File: src/rtl/lpk_pkg.sv
package lpk_pkg;

    // Which detail filter a branch instance implements
    typedef enum logic [0:0] {
        KERN_FINE   = 1'b0,
        KERN_COARSE = 1'b1
    } kern_e;

    // History length shared by both kernels; centre index follows from it
    localparam int HIST_LEN = 5;
    localparam int HIST_MID = HIST_LEN / 2;

endpackage

File: src/rtl/lpk_tapline.sv
module lpk_tapline #(
    parameter int DW  = 8,
    parameter int LEN = 5
) (
    input  logic                    clk,
    input  logic                    rst,
    input  logic                    adv,
    input  logic [DW-1:0]           din,
    output logic [LEN-1:0][DW-1:0]  taps
);

    // Index 0 holds the newest sample
    for (genvar i = 0; i < LEN; i++) begin : g_tap
        if (i == 0) begin : g_head
            always_ff @(posedge clk) begin
                if (rst)      taps[i] <= '0;
                else if (adv) taps[i] <= din;
            end
        end else begin : g_body
            always_ff @(posedge clk) begin
                if (rst)      taps[i] <= '0;
                else if (adv) taps[i] <= taps[i-1];
            end
        end
    end

    // history frozen on non-strobed edges
    assert_hold_when_idle_R3: assert property (@(posedge clk) disable iff (rst)
        !adv |=> $stable(taps));

    // reset empties the history
    assert_clear_on_reset_R1: assert property (@(posedge clk)
        rst |=> (taps == '0));

endmodule

File: src/rtl/lpk_branch.sv
module lpk_branch
    import lpk_pkg::*;
#(
    parameter int    DW   = 8,
    parameter kern_e KIND = KERN_FINE
) (
    input  logic [HIST_LEN-1:0][DW-1:0] taps,
    output logic signed [DW+2:0]        fout
);

    localparam int OW = DW + 3;

    logic signed [OW-1:0] centre2;
    logic signed [OW-1:0] side_a;
    logic signed [OW-1:0] side_b;

    assign centre2 = signed'({2'b00, taps[HIST_MID], 1'b0});

    if (KIND == KERN_FINE) begin : g_fine
        assign side_a = signed'({3'b000, taps[HIST_MID-1]});
        assign side_b = signed'({3'b000, taps[HIST_MID+1]});
    end else begin : g_coarse
        assign side_a = signed'({3'b000, taps[0]});
        assign side_b = signed'({3'b000, taps[HIST_LEN-1]});
    end

    assign fout = centre2 - side_a - side_b;

endmodule

File: src/rtl/lpk_weight.sv
module lpk_weight #(
    parameter int FW      = 11,
    parameter int GW      = 4,
    parameter int NEUTRAL = 4,
    parameter int SHIFT   = 2
) (
    input  logic signed [FW-1:0]      term,
    input  logic [GW-1:0]             code,
    output logic signed [FW+GW+1:0]   scaled
);

    localparam int KW = GW + 2;
    localparam int PW = FW + GW + 2;
    localparam logic signed [KW-1:0] NEU = KW'(NEUTRAL);

    logic signed [KW-1:0] factor;
    logic signed [PW-1:0] prod;

    assign factor = signed'({2'b00, code}) - NEU;
    assign prod   = PW'(term) * PW'(factor);
    assign scaled = prod >>> SHIFT;

endmodule

File: src/rtl/lpk_coring.sv
module lpk_coring #(
    parameter int SW = 18,
    parameter int TH = 2
) (
    input  logic                 en,
    input  logic signed [SW-1:0] corr_in,
    output logic signed [SW-1:0] corr_out
);

    localparam logic signed [SW-1:0] POS_TH = SW'(TH);
    localparam logic signed [SW-1:0] NEG_TH = -SW'(TH);

    always_comb begin
        if (!en)                    corr_out = corr_in;
        else if (corr_in > POS_TH)  corr_out = corr_in - POS_TH;
        else if (corr_in < NEG_TH)  corr_out = corr_in + POS_TH;
        else                        corr_out = '0;
    end

endmodule

File: src/rtl/luma_sharpener.sv
module luma_sharpener
    import lpk_pkg::*;
#(
    parameter int DW      = 8,
    parameter int GW      = 4,
    parameter int NEUTRAL = 4,
    parameter int GSHIFT  = 2,
    parameter int CORE_TH = 2
) (
    input  logic          clk,
    input  logic          rst,
    input  logic          pix_in_vld,
    input  logic [DW-1:0] pix_in,
    input  logic [GW-1:0] gain_fine,
    input  logic [GW-1:0] gain_coarse,
    input  logic          core_on,
    output logic          pix_out_vld,
    output logic [DW-1:0] pix_out
);

    localparam int FW = DW + 3;
    localparam int PW = FW + GW + 2;
    localparam int SW = PW + 1;
    localparam int TW = SW + 1;
    localparam logic signed [TW-1:0] MAXV = TW'((1 << DW) - 1);

    // Stage 1: history and captured controls
    logic [HIST_LEN-1:0][DW-1:0] taps;
    logic          s1_vld;
    logic [GW-1:0] s1_gf, s1_gc;
    logic          s1_cor;

    lpk_tapline #(.DW(DW), .LEN(HIST_LEN)) u_hist (
        .clk  (clk),
        .rst  (rst),
        .adv  (pix_in_vld),
        .din  (pix_in),
        .taps (taps)
    );

    always_ff @(posedge clk) begin
        if (rst) begin
            s1_vld <= 1'b0;
            s1_gf  <= GW'(NEUTRAL);
            s1_gc  <= GW'(NEUTRAL);
            s1_cor <= 1'b0;
        end else begin
            s1_vld <= pix_in_vld;
            if (pix_in_vld) begin
                s1_gf  <= gain_fine;
                s1_gc  <= gain_coarse;
                s1_cor <= core_on;
            end
        end
    end

    // Filters and weighting
    logic signed [FW-1:0] term_f, term_c;
    logic signed [PW-1:0] wt_f, wt_c;
    logic signed [SW-1:0] corr_sum;

    lpk_branch #(.DW(DW), .KIND(KERN_FINE)) u_fine (
        .taps (taps), .fout (term_f)
    );
    lpk_branch #(.DW(DW), .KIND(KERN_COARSE)) u_coarse (
        .taps (taps), .fout (term_c)
    );

    lpk_weight #(.FW(FW), .GW(GW), .NEUTRAL(NEUTRAL), .SHIFT(GSHIFT)) u_wf (
        .term (term_f), .code (s1_gf), .scaled (wt_f)
    );
    lpk_weight #(.FW(FW), .GW(GW), .NEUTRAL(NEUTRAL), .SHIFT(GSHIFT)) u_wc (
        .term (term_c), .code (s1_gc), .scaled (wt_c)
    );

    assign corr_sum = SW'(wt_f) + SW'(wt_c);

    // Stage 2: summed correction and centre sample
    logic                 s2_vld;
    logic signed [SW-1:0] s2_sum;
    logic [DW-1:0]        s2_ctr;
    logic                 s2_cor;

    always_ff @(posedge clk) begin
        if (rst) begin
            s2_vld <= 1'b0;
            s2_sum <= '0;
            s2_ctr <= '0;
            s2_cor <= 1'b0;
        end else begin
            s2_vld <= s1_vld;
            if (s1_vld) begin
                s2_sum <= corr_sum;
                s2_ctr <= taps[HIST_MID];
                s2_cor <= s1_cor;
            end
        end
    end

    // Coring, add-back and clip
    logic signed [SW-1:0] cored;
    logic signed [TW-1:0] ctr_ext;
    logic signed [TW-1:0] total;
    logic signed [TW-1:0] raw_sum;
    logic [DW-1:0]        clipped;

    lpk_coring #(.SW(SW), .TH(CORE_TH)) u_core (
        .en (s2_cor), .corr_in (s2_sum), .corr_out (cored)
    );

    assign ctr_ext = signed'({{(TW-DW){1'b0}}, s2_ctr});
    assign total   = ctr_ext + TW'(cored);
    assign raw_sum = ctr_ext + TW'(s2_sum);

    always_comb begin
        if (total < 0)          clipped = '0;
        else if (total > MAXV)  clipped = '1;
        else                    clipped = total[DW-1:0];
    end

    // Stage 3: output register
    always_ff @(posedge clk) begin
        if (rst) begin
            pix_out_vld <= 1'b0;
            pix_out     <= '0;
        end else begin
            pix_out_vld <= s2_vld;
            if (s2_vld) pix_out <= clipped;
        end
    end

    // reset state of the outputs
    assert_out_reset_R1: assert property (@(posedge clk)
        rst |=> (!pix_out_vld && pix_out == '0));

    // strobe travels one stage per clock
    assert_strobe_s2_R2: assert property (@(posedge clk) disable iff (rst)
        s1_vld |=> s2_vld);
    assert_strobe_out_R2: assert property (@(posedge clk) disable iff (rst)
        s2_vld |=> pix_out_vld);
    assert_no_spurious_R2: assert property (@(posedge clk) disable iff (rst)
        !s2_vld |=> !pix_out_vld);

    // neutral codes give no correction
    assert_neutral_zero_R6: assert property (@(posedge clk) disable iff (rst)
        (s1_vld && s1_gf == GW'(NEUTRAL) && s1_gc == GW'(NEUTRAL)) |=> (s2_sum == '0));

    // dead zone returns the centre unchanged
    assert_dead_zone_R7: assert property (@(posedge clk) disable iff (rst)
        (s2_vld && s2_cor && s2_sum <= SW'(CORE_TH) && s2_sum >= -SW'(CORE_TH))
        |=> (pix_out == $past(s2_ctr)));

    // clip limits
    assert_sat_high_R9: assert property (@(posedge clk) disable iff (rst)
        (s2_vld && !s2_cor && raw_sum > MAXV) |=> (pix_out == '1));
    assert_sat_low_R9: assert property (@(posedge clk) disable iff (rst)
        (s2_vld && !s2_cor && raw_sum < 0) |=> (pix_out == '0));

endmodule

File: config.mk
export PLATFORM = sky130hd
export DESIGN_NAME = luma_sharpener
export DESIGN_NICKNAME = d
export VERILOG_FILES = /design/src/rtl/lpk_pkg.sv /design/src/rtl/lpk_tapline.sv /design/src/rtl/lpk_branch.sv /design/src/rtl/lpk_weight.sv /design/src/rtl/lpk_coring.sv /design/src/rtl/luma_sharpener.sv
export SDC_FILE = /design/constraint.sdc
export NUM_CORES = 1
export LEC_CHECK = 0
export BUFFER_PORTS_ARGS = -buffer_cell sky130_fd_sc_hd__buf_2
export CAP_MARGIN = 5
export CELL_PAD_IN_SITES_DETAIL_PLACEMENT = 0
export CELL_PAD_IN_SITES_GLOBAL_PLACEMENT = 1
export CORE_UTILIZATION = 50
export DETAILED_ROUTE_END_ITERATION = 12
export GPL_ROUTABILITY_DRIVEN = 0
export PLACE_DENSITY = 0.91
export SETUP_SLACK_MARGIN = 0.5
export SYNTH_ARGS = -nofsm -noshare
export SYNTH_HDL_FRONTEND = slang
export SYNTH_HIERARCHICAL = 1
export SYNTH_SLANG_ARGS = --single-unit
File: constraint.sdc
create_clock -name clk -period 16 [get_ports clk]
set_clock_uncertainty 0.1 [all_clocks]
set_input_delay 0.8 -clock clk [delete_from_list [all_inputs] [get_ports clk]]
set_output_delay 0.8 -clock clk [all_outputs]
set_load 0.03 [all_outputs]
==> impl_results.md, run 1 <==
- Post-Synth Adder-Cell Area: approximately a quarter
- Critical Path Sink: s2_sum[15]
- Met3 usage: 2.909%
- Reg2reg end: s2_sum[15]
- Worst VDD drop: 0.1030 mV
- Largest fanout on the critical path: 7
- Syn_nets: ~1600
- Most frequent CP cell: ha_1
- Post-synthesis cell count: 1348
- R2R setup slack: 7720 ps
- Warnings from Yosys: 6
- Number of vias per cell: 5.524
- CP required: ~16000 ps
- Syn avg cell area: roughly 8 um2
- Synth async-reset ratio: 0%
- Rows: 54
- Initial antenna violation count: 1
- Synth Area in Compound Gates: approximately 18%
- Max-Cap Viols: 0
- Yosys top cell by area: dfxtp_1
- Num CTS Buffers: 9
- Post-Synth XOR/XNOR Area: under 10%
- Drt drc: 0
- DRT antenna net count: 0
- Layout cells sized above 1: 6.153%
- Synth top area share: 15.76%
- Die Width: between 150 and 200 um
- Drt wl/cell: between 15 and 20 um
- Power Dens Cells: ~160 nW/um2
- WHS: 388.2 ps
- Post-place setup slack: ~7800 ps
- Slew of the pin with the lowest slew margin: 1085 ps
- Die ar.: 22690 um2
- Synth Area in Simple Gates: 19.54%
- Slowest CP cell: fa_1
- LEAKAGE: 5.107 nW
- Layout area overhead: 5.198%
- Cell Area, Synth: 11050 um2
- Worst path max stage delay: 540 ps
- R2R Path Start: u_hist/taps[16]
- Largest family of logic cells by synthesized area: adder cells
- Vias in the first global route: 8721
- Largest net degree at the start of global routing: 53
- Via Count: 8998
- HPWL after DPL: 19.92 mm
- Resize count post-CTS: 0
- Final setup fails: 0
- Max H-tree Level: 3
- Met1 Use GR: 28.45%
- Setup TNS: 0 ps
- RSZ-0062 raised after global routing: no
- Crit Path Category: register to register
- Total track usage: 22.66%
- Clk Latency, worst-skew pair: between 300 and 400 ps
- Crit. End Element: register
- Most common library cells after synthesis: inv_1, nor2_1, ha_1, dfxtp_1, fa_1
- Final period utilization: 51.76%
- Layer with the highest usage: met2
- Hold Vio Cnt, Final: 0
- Cts hold-fix bufs: 0
- I/O pin count: 29
- Met2 Use GR: 39.82%
- GRT Residual Overflow: 0
- TritonRoute pass-1 iters: 5
- CP startpoint kind: register
- CTS tree: built
- Longest Clk Path Bufs: 2
- Setup repair bufs after CTS: 0
- Initial Util: around 51%
- Most common cell in the synthesized netlist: inv_1
- Final WS setup: 7719 ps
- Sequential area share after synthesis: 15.76%
- Global-route wire length before repair: 41.30 mm
- Critical Path Start: u_hist/taps[16]
- Tmin final: 8281 ps
- Initial DRC Count: 430
- Reg clk slew, reported paths: 70 ps
- Seq cells post-synth: 87
- HP Class: register to register
- IO buf count: 28
- Post-synth cell types: 87
- Slew HR: between 20% and 30%
- Slew Viols, Final: 0
- Fmax: 120.8 MHz
- Total routed wirelength: 24.86 mm
- CTS root buffer: clkbuf_16
- Top cells by area, synth: dfxtp_1, fa_1, ha_1
- Reg2Reg Depth: 31
- Post-synth EDFFs: 0
- Status: completed
- Antenna diode count: 0
- Mux contribution to synthesized area: 6.342%
- Nets: 1550
- Worst EP arrival: roughly 8400 ps
- Top_reg_cell synth: dfxtp_1
- Die Span Y: roughly 150 um
- Sink Count: 87
- Core area: between 20000 and 25000 um2
[placed cells by master (no fill, tap or decap), types with 5 or more instances in the layout]
| cell | netlist | routed |
|---|---|---|
| a211o_1 | 5 | 5 |
| a211oi_1 | 8 | 8 |
| a21o_1 | 10 | 10 |
| a21oi_1 | 68 | 68 |
| a221o_1 | 8 | 8 |
| a31oi_1 | 12 | 12 |
| and2_1 | 37 | 37 |
| and3_1 | 12 | 12 |
| buf_2 | 6 | 28 |
| buf_4 | 6 | 5 |
| clkbuf_16 | 0 | 9 |
| dfxtp_1 | 87 | 87 |
| fa_1 | 74 | 74 |
| ha_1 | 112 | 112 |
| inv_1 | 195 | 195 |
| mux2i_1 | 70 | 70 |
| nand2_1 | 48 | 48 |
| nand2b_1 | 20 | 20 |
| nand3_1 | 22 | 22 |
| nand4_1 | 11 | 11 |
| nor2_1 | 147 | 147 |
| nor2b_1 | 61 | 61 |
| nor3_1 | 19 | 19 |
| nor3b_1 | 7 | 7 |
| nor4_1 | 5 | 5 |
| o211ai_1 | 9 | 9 |
| o21a_1 | 21 | 21 |
| o21ai_0 | 45 | 45 |
| o31a_1 | 9 | 9 |
| o31ai_1 | 7 | 7 |
| or3_1 | 9 | 9 |
| xnor2_1 | 51 | 51 |
| xor2_1 | 11 | 11 |
[worst max-delay path: cells and delay by family, from the launching register on]
family	cells	cell delay, ps
flip-flops	1	510
buffers and inverters	2	130
AO/OA/AOI/OAI	13	2950
AND/OR/NAND/NOR	6	1180
XOR/XNOR	3	600
adder cells (fa/ha/maj)	7	2690
[cell type report]
cell class	count	area (um2)
clock inverters	6	97.59
multi-input cells	1016	8277
well taps	280	350.3
repair buffers	33	177.7
clock buffers	10	239.0
fillers	2080	10130
inverters	197	739.5
flip-flops and latches	87	1742
[layer usage]
layer	part of all wire (%)	wire, um	up-vias
met5	0.052	13	-
met4	2.4	592	2
met3	2.9	723	34
met2	48	11830	160
met1	47	11710	4208
li1	-	-	4594
[worst min path at each step]
| stage | depth (start not counted) | from | endpoint |
|---|---|---|---|
| floorplan | 2 | s2_sum[11] | s2_sum[11] |
| CTS | 1 | pix_out[6] | pix_out[6] |
| global route | 2 | s1_cor | s1_cor |
| global placement | 1 | pix_out[7] | pix_out[7] |
| detailed placement | 1 | pix_out[4] | pix_out[4] |
| finish | 1 | pix_out[2] | pix_out[2] |
[sequential cells by signal, indices dropped and copies added, names as in the netlist]
name	count
s2_cor	1
u_hist/taps	40
s2_sum	18
s1_gf	4
s1_cor	1
pix_out	8
s2_vld	1
s1_gc	4
pix_out_vld	1
s1_vld	1
s2_ctr	8
[per-stage QoR]
step / instances / area [um2] / power, mW / util, %
after floorplan: 1348 / 11050 / 1.402 / -
after global placement: 1613 / 11290 / 1.636 / 51.87
after detailed placement: 1613 / 11290 / 1.651 / 51.87
after CTS: 1629 / 11620 / 1.900 / 53.42
after global routing: 1629 / 11620 / 2.094 / 53.42
final: 1629 / 11620 / 1.897 / 53.42
[report_power, final]
group          switching, mW  total (mW)  internal, mW
clock network         0.0956       0.240         0.144
logic                  0.803        1.38         0.580
registers             0.0378       0.275         0.237
[kinds of logic after synthesis]
logic type,after synthesis
simple gates,421
compound gates,277
buf+inv,245
fa+ha+maj,186
flops,87
mux,70
xor+xnor,62
No activity file was read; power rests on OpenSTA's default activity.
==> inputs of run 2 (changes only) <==
CORE_UTILIZATION = 45   (was 50)
PLACE_DENSITY = 0.87   (was 0.91)
clock period = 6.9 ns   (was 16 ns; I/O delays follow)
==> run 2 against run 1 <==
The run now ends with setup timing left. Utilization increased by 5.8 points. Clock power increased by 110%. Non-clock buffer count increased by 192. Die area increased by 11%. Largest power group unchanged.
==> impl_results.md, run 2 (synthesized netlist as in run 1, its figures left out) <==
- Status: finished, violations left
- Failing checks: setup timing
- TritonRoute pass-1 iters: 5 (unchanged)
- LEAKAGE: 6.256 nW (+22%)
- Die Span Y: 158.7 um (+5.3%)
- Most frequent cells in the layout: inv_1, buf_4, nor2_1
- CP required: 7050 ps (-9080 ps)
- Longest Clk Path Bufs: 2 (unchanged)
- Hold Vio Cnt, Final: 0 (unchanged)
- Nets: 1742 (+12%)
- Rows: 56 (+3.7%)
- Largest regs: u_hist/taps x40, s2_sum x18
- Sw Ratio: 45.95% (-3.4 points)
- Placed Cells: 1819 (+13%)
- Cts hold-fix bufs: 0 (unchanged)
- HPWL after DPL: 21.85 mm (+9.7%)
- Largest net degree at the start of global routing: 58 (+9.4%)
- Initial antenna violation count: 0 (-1)
- Final core occ: 59.23% (+5.8 points)
- Number of vias per cell: 5.363 (-2.9%)
- Antenna diode count: 0 (unchanged)
- Die ar.: 25180 um2 (+11%)
- Reg clk slew, reported paths: 70 ps (about the same)
- Combinational Power Share: 82.9% (+10 points)
- Reg2Reg Depth: 33 (+6.5%)
- Vias in the first global route: 9771 (+12%)
- Die Width: 158.7 um (+5.3%)
- Setup TNS: -1827 ps (-1827 ps)
- HP Class: input port to register
- Slowest CP cell: fa_1
- Max-Cap Viols: 0 (unchanged)
- Layout area overhead: 27.35%
- Via Count: 9976 (+11%)
- WHS: 95.21 ps (-293.0 ps)
- Total routed wirelength: 28.93 mm (+16%)
- Drt drc: 0 (unchanged)
- Sink Count: 87 (unchanged)
- Total track usage: 23.59% (+0.93 points)
- Critical path's top delay family: compound AO/OA/AOI/OAI gates
- Area of placed instances: 12700 um2 (+13%)
- RSZ-0062 raised after global routing: yes
- CP startpoint kind: register
- IO buf count: 28 (unchanged)
- Layout Cells excl Fill: 1860 (+14%)
- Critical Path Sink: s2_sum[15]
- Worst EP arrival: 7470 ps (-940 ps)
- Slew HR: 23.75% (-2.9 points)
- DRT antenna net count: 0 (unchanged)
- Num CTS Buffers: 9 (unchanged)
- Slew Viols, Final: 0 (unchanged)
- Initial Util: 46.51% (-4.3 points)
- Flop pwr share: 9.5% (-5.0 points)
- Tmin final: 7317 ps (-964.4 ps)
- Most common cell after layout, fill and taps aside: inv_1
- I/O pin count: 29 (unchanged)
- Post-place setup slack: -537.4 ps (-8300 ps)
- Worst VDD drop: 0.4047 mV (+290%)
- Initial DRC Count: 578 (+34%)
- Levels on crit path: 33 (+6.5%)
- Max reg flops: 40 (unchanged)
- Total power: 6.607 mW (+250%)
- Final setup fails: 7 (+7)
- Max H-tree Level: 3 (unchanged)
- CP bufs+invs: 3 (+1)
- R2R Path Start: u_hist/taps[9]
- Crit Path Category: register to register
- Fmax: 136.7 MHz (+13%)
- Worst path max stage delay: 530 ps (about the same)
- Global-route wire length before repair: 47.12 mm (+14%)
- Slew of the pin with the lowest slew margin: 1128 ps (+43.36 ps)
- Internal Pwr Total: 3.571 mW (+270%)
- Power Dens Cells: 469.6 nW/um2 (+190%)
- Clock network power share: 7.6% (-5.0 points)
- Final WS setup: -416.9 ps (-8136 ps)
- Drt wl/cell: 15.56 um (+1.9%)
- Final period utilization: 106.0% (+54 points)
- Clk Latency, worst-skew pair: 360 ps (+20 ps)
- R2R setup slack: -420 ps (-8140 ps)
- Largest fanout on the critical path: 3 (-4)
- CTS root buffer: clkbuf_16
- Final std cell area, no fill: 14070 um2 (+21%)
- Core area: 23750 um2 (+9.2%)
- Critical Path Start: u_hist/taps[9]
- GRT Residual Overflow: 0 (unchanged)
- Crit. End Element: register
- CTS tree: built
- Top reg by flops: u_hist/taps
- Switching pwr: 3.036 mW (+220%)
- Layout cells sized above 1: 27.84% (+22 points)
- Reg2reg end: s2_sum[15]
[run 2: power by group through the flow]
stage	clock network, mW	logic, mW	registers [mW]
after global routing	0.533	5.96	0.641
after CTS	0.511	4.87	0.629
after detailed placement	0	4.18	0.641
after floorplan	0	2.76	0.611
after global placement	0	4.10	0.639
final	0.500	5.48	0.630
[run 2: area by class of cell]
type,instances,area (um2)
Clock inverter,7,68.82
Tap cell,319,399.1
Clock buffer,9,225.2
Timing Repair Buffer,225,1672
Fill cell,2064,9683
Sequential cell,87,1754
Inverter,197,742.0
Multi-Input combinational cell,1016,9209
[run 2: worst min-delay path by stage]
stage / startpoint / to / slack, ps / cells after the start
after floorplan: rst / pix_out_vld / 320 / 1
after global placement: pix_out[7] / pix_out[7] / 370 / 1
after detailed placement: pix_out[6] / pix_out[6] / 370 / 1
after CTS: gain_coarse[2] / s1_gc[2] / 90 / 2
after global routing: gain_fine[2] / s1_gf[2] / 90 / 2
final: gain_coarse[2] / s1_gc[2] / 100 / 2
[run 2: metal layers]
metal  share of wire [%]  vias to the layer above  track usage [%]
met1                  45                     4809            28.91
met4                 1.5                        0            4.762
li1                    -                     4975                -
met5                   0                        -                0
met2                  51                      156            44.09
met3                 2.2                       36            2.613
[run 2: timing repair]
| action | in CTS | in global routing |
|---|---|---|
| cloned | 0 | 0 |
| pin swaps | 82 | 50 |
| gates resized for setup | 119 | 69 |
| buffers inserted | 20 | 5 |
| setup endpoints to repair | 12 | 13 |
==> inputs of run 3 (changes only) <==
clock period = 6.55 ns   (was 6.9 ns; I/O delays follow)
==> run 3 against run 2 <==
The flow still finishes with violations (setup timing). Critical path type unchanged. Combinational power is 3% higher. Via count is 0.96% higher. Power is 4.2% higher. Die area stayed put. Flip-flop and latch count stayed put. Final cell count is 2.2% higher. Largest cell class unchanged. Critical path depth stayed put. Count of clock-buffer cells in the layout stayed put. Critical endpoint unchanged. Register-to-register slack worse by 400 ps.
==> impl_results.md, run 3 (synthesized netlist as in run 1, its figures left out) <==
- Reg clk slew, reported paths: 70 ps (about the same)
- Most frequent cells in the layout: buf_4, inv_1, nor2_1
- Drt drc: 0 (unchanged)
- Fill cells: 2004 (-2.9%)
- DRT antenna net count: 0 (unchanged)
- Num CTS Buffers: 9 (unchanged)
- Largest net degree at the start of global routing: 53 (-8.6%)
- Most common cell after layout, fill and taps aside: buf_4
- Largest fanout on the critical path: 4 (+1)
- CP required: 6690 ps (-360 ps)
- Vias in the first global route: 10020 (+2.5%)
- Final period utilization: 112.5% (+6.5 points)
- Tmin final: 7369 ps (+52.09 ps)
- TritonRoute pass-1 iters: 5 (unchanged)
- Fmax: 135.7 MHz (-0.71%)
- Worst EP arrival: 7510 ps (+40 ps)
- RSZ-0062 raised after global routing: yes
- LEAKAGE: 6.454 nW (+3.2%)
- Layout area overhead: 28.89%
- Largest regs: u_hist/taps x40, s2_sum x18
- Slew HR: 42.99% (+19 points)
- Storage cell area: 1750 um2 (-0.21%)
- IO buf count: 28 (unchanged)
- Core area: 23750 um2 (unchanged)
- Sink Count: 87 (unchanged)
- Slowest CP cell: fa_1
- Clk Latency, worst-skew pair: 350 ps (about the same)
- I/O pin count: 29 (unchanged)
- Worst path max stage delay: 510 ps (-20 ps)
- Number of vias per cell: 5.298 (-1.2%)
- CTS tree: built
- HPWL after DPL: 22.36 mm (+2.3%)
- Die ar.: 25180 um2 (unchanged)
- Drt wl/cell: 15.07 um (-3.1%)
- Initial Util: 46.51% (unchanged)
- Nets: 1783 (+2.4%)
- Final core occ: 59.95% (+0.72 points)
- Longest Clk Path Bufs: 2 (unchanged)
- Final WS setup: -819.0 ps (-402.1 ps)
- Final std cell area, no fill: 14240 um2 (+1.2%)
- Max reg flops: 40 (unchanged)
- Crit. End Element: register
- Slew of the pin with the lowest slew margin: 855.1 ps (-272.8 ps)
- Cts hold-fix bufs: 0 (unchanged)
- Post-place setup slack: -1004 ps (-466.7 ps)
- Max H-tree Level: 3 (unchanged)
- Initial antenna violation count: 0 (unchanged)
- Rows: 56 (unchanged)
- CP startpoint kind: register
- Top reg by flops: u_hist/taps
- Die Span Y: 158.7 um (unchanged)
- Status: finished, violations left
- Final setup fails: 10 (+3)
- Total routed wirelength: 28.64 mm (-1.0%)
- CTS root buffer: clkbuf_16
- Sw Ratio: 44.97% (-0.98 points)
- Max-Cap Viols: 0 (unchanged)
- Slew Viols, Final: 0 (unchanged)
- Flop pwr share: 9.7% (+0.2 points)
- Area of placed instances: 13110 um2 (+3.2%)
- Die Width: 158.7 um (unchanged)
- Total power: 6.882 mW (+4.2%)
- Switching pwr: 3.095 mW (+1.9%)
- Power Dens Cells: 483.3 nW/um2 (+2.9%)
- Total track usage: 23.34% (-0.25 points)
- Crit Path Category: register to register
- Antenna diode count: 0 (unchanged)
- Combinational Power Share: 82.5% (-0.4 points)
- Global-route wire length before repair: 46.98 mm (-0.31%)
- Clock network power share: 7.9% (+0.3 points)
- Via Count: 10070 (+0.96%)
- Worst VDD drop: 0.4341 mV (+7.3%)
- Layout cells sized above 1: 27.81% (about the same)
- Failing checks: setup timing
- Initial DRC Count: 616 (+6.6%)
- Multi-input gate area: 9030 um2 (-1.9%)
- GRT Residual Overflow: 0 (unchanged)
- HP Class: input port to register
- Internal Pwr Total: 3.787 mW (+6.0%)
- Setup TNS: -5385 ps (-3558 ps)
- Hold Vio Cnt, Final: 0 (unchanged)
-- run 3: power groups by stage --
stage          clock network (mW)  registers, mW  logic, mW
2_1_floorplan                   0          0.644       2.93
3_3_place_gp                    0          0.673       4.42
3_5_place_dp                    0          0.675       4.51
4_1_cts                     0.557          0.663       5.20
5_1_grt                     0.577          0.675       6.17
6_report                    0.543          0.664       5.67
-- run 3: what timing repair did --
item                       4_1_cts  5_1_grt
pin swaps                       57       17
resized for setup              110       31
setup buffers                   12        6
setup endpoints to repair       14       14
-- run 3: critical path: cells and delay by family, from the launching register on --
family / cells / cell delay (ps)
AOI/OAI and AO/OA: 15 / 3120
xor gates and xnor gates: 2 / 150
adders and majority gates: 7 / 2330
buffers and inverters: 3 / 220
DFF: 1 / 380
and+or+nand+nor: 6 / 960
-- run 3: worst paths after layout --
path	from	slack (ps)	cells past startpoint	endpoint
min reg2reg	s1_cor	390	2	s2_cor
min	pix_in[3]	110	3	u_hist/taps[3]
max	u_hist/taps[16]	-820	33	s2_sum[15]
max reg2reg	u_hist/taps[16]	-820	33	s2_sum[15]
-- run 3: final cells by class --
cell class | instances | share of cell area [%]
Multi-Input combinational cell | 1016 | 63.41
Timing Repair Buffer | 266 | 14.11
Sequential cell | 87 | 12.29
Inverter | 197 | 5.193
Tap cell | 319 | 2.803
Clock buffer | 9 | 1.582
Clock inverter | 7 | 0.6063
-- run 3: metrics by stage --
step	hold slack [ps]	cells
after floorplan	307.3	1348
after global placement	378.8	1867
after detailed placement	375.7	1867
after CTS	99.36	1895
after global routing	110.9	1901
final	107.8	1901
-- run 3: layer usage --
metal  wire [um]  GRT usage [%]  share of wire [%]  up-vias
met2       14550          43.02                 51      180
li1            -              -                  -     5060
met4         954          8.791                3.3        0
met3         718          2.586                2.5       53
met5           0              0                  0        -
met1       12420          27.58                 43     4779
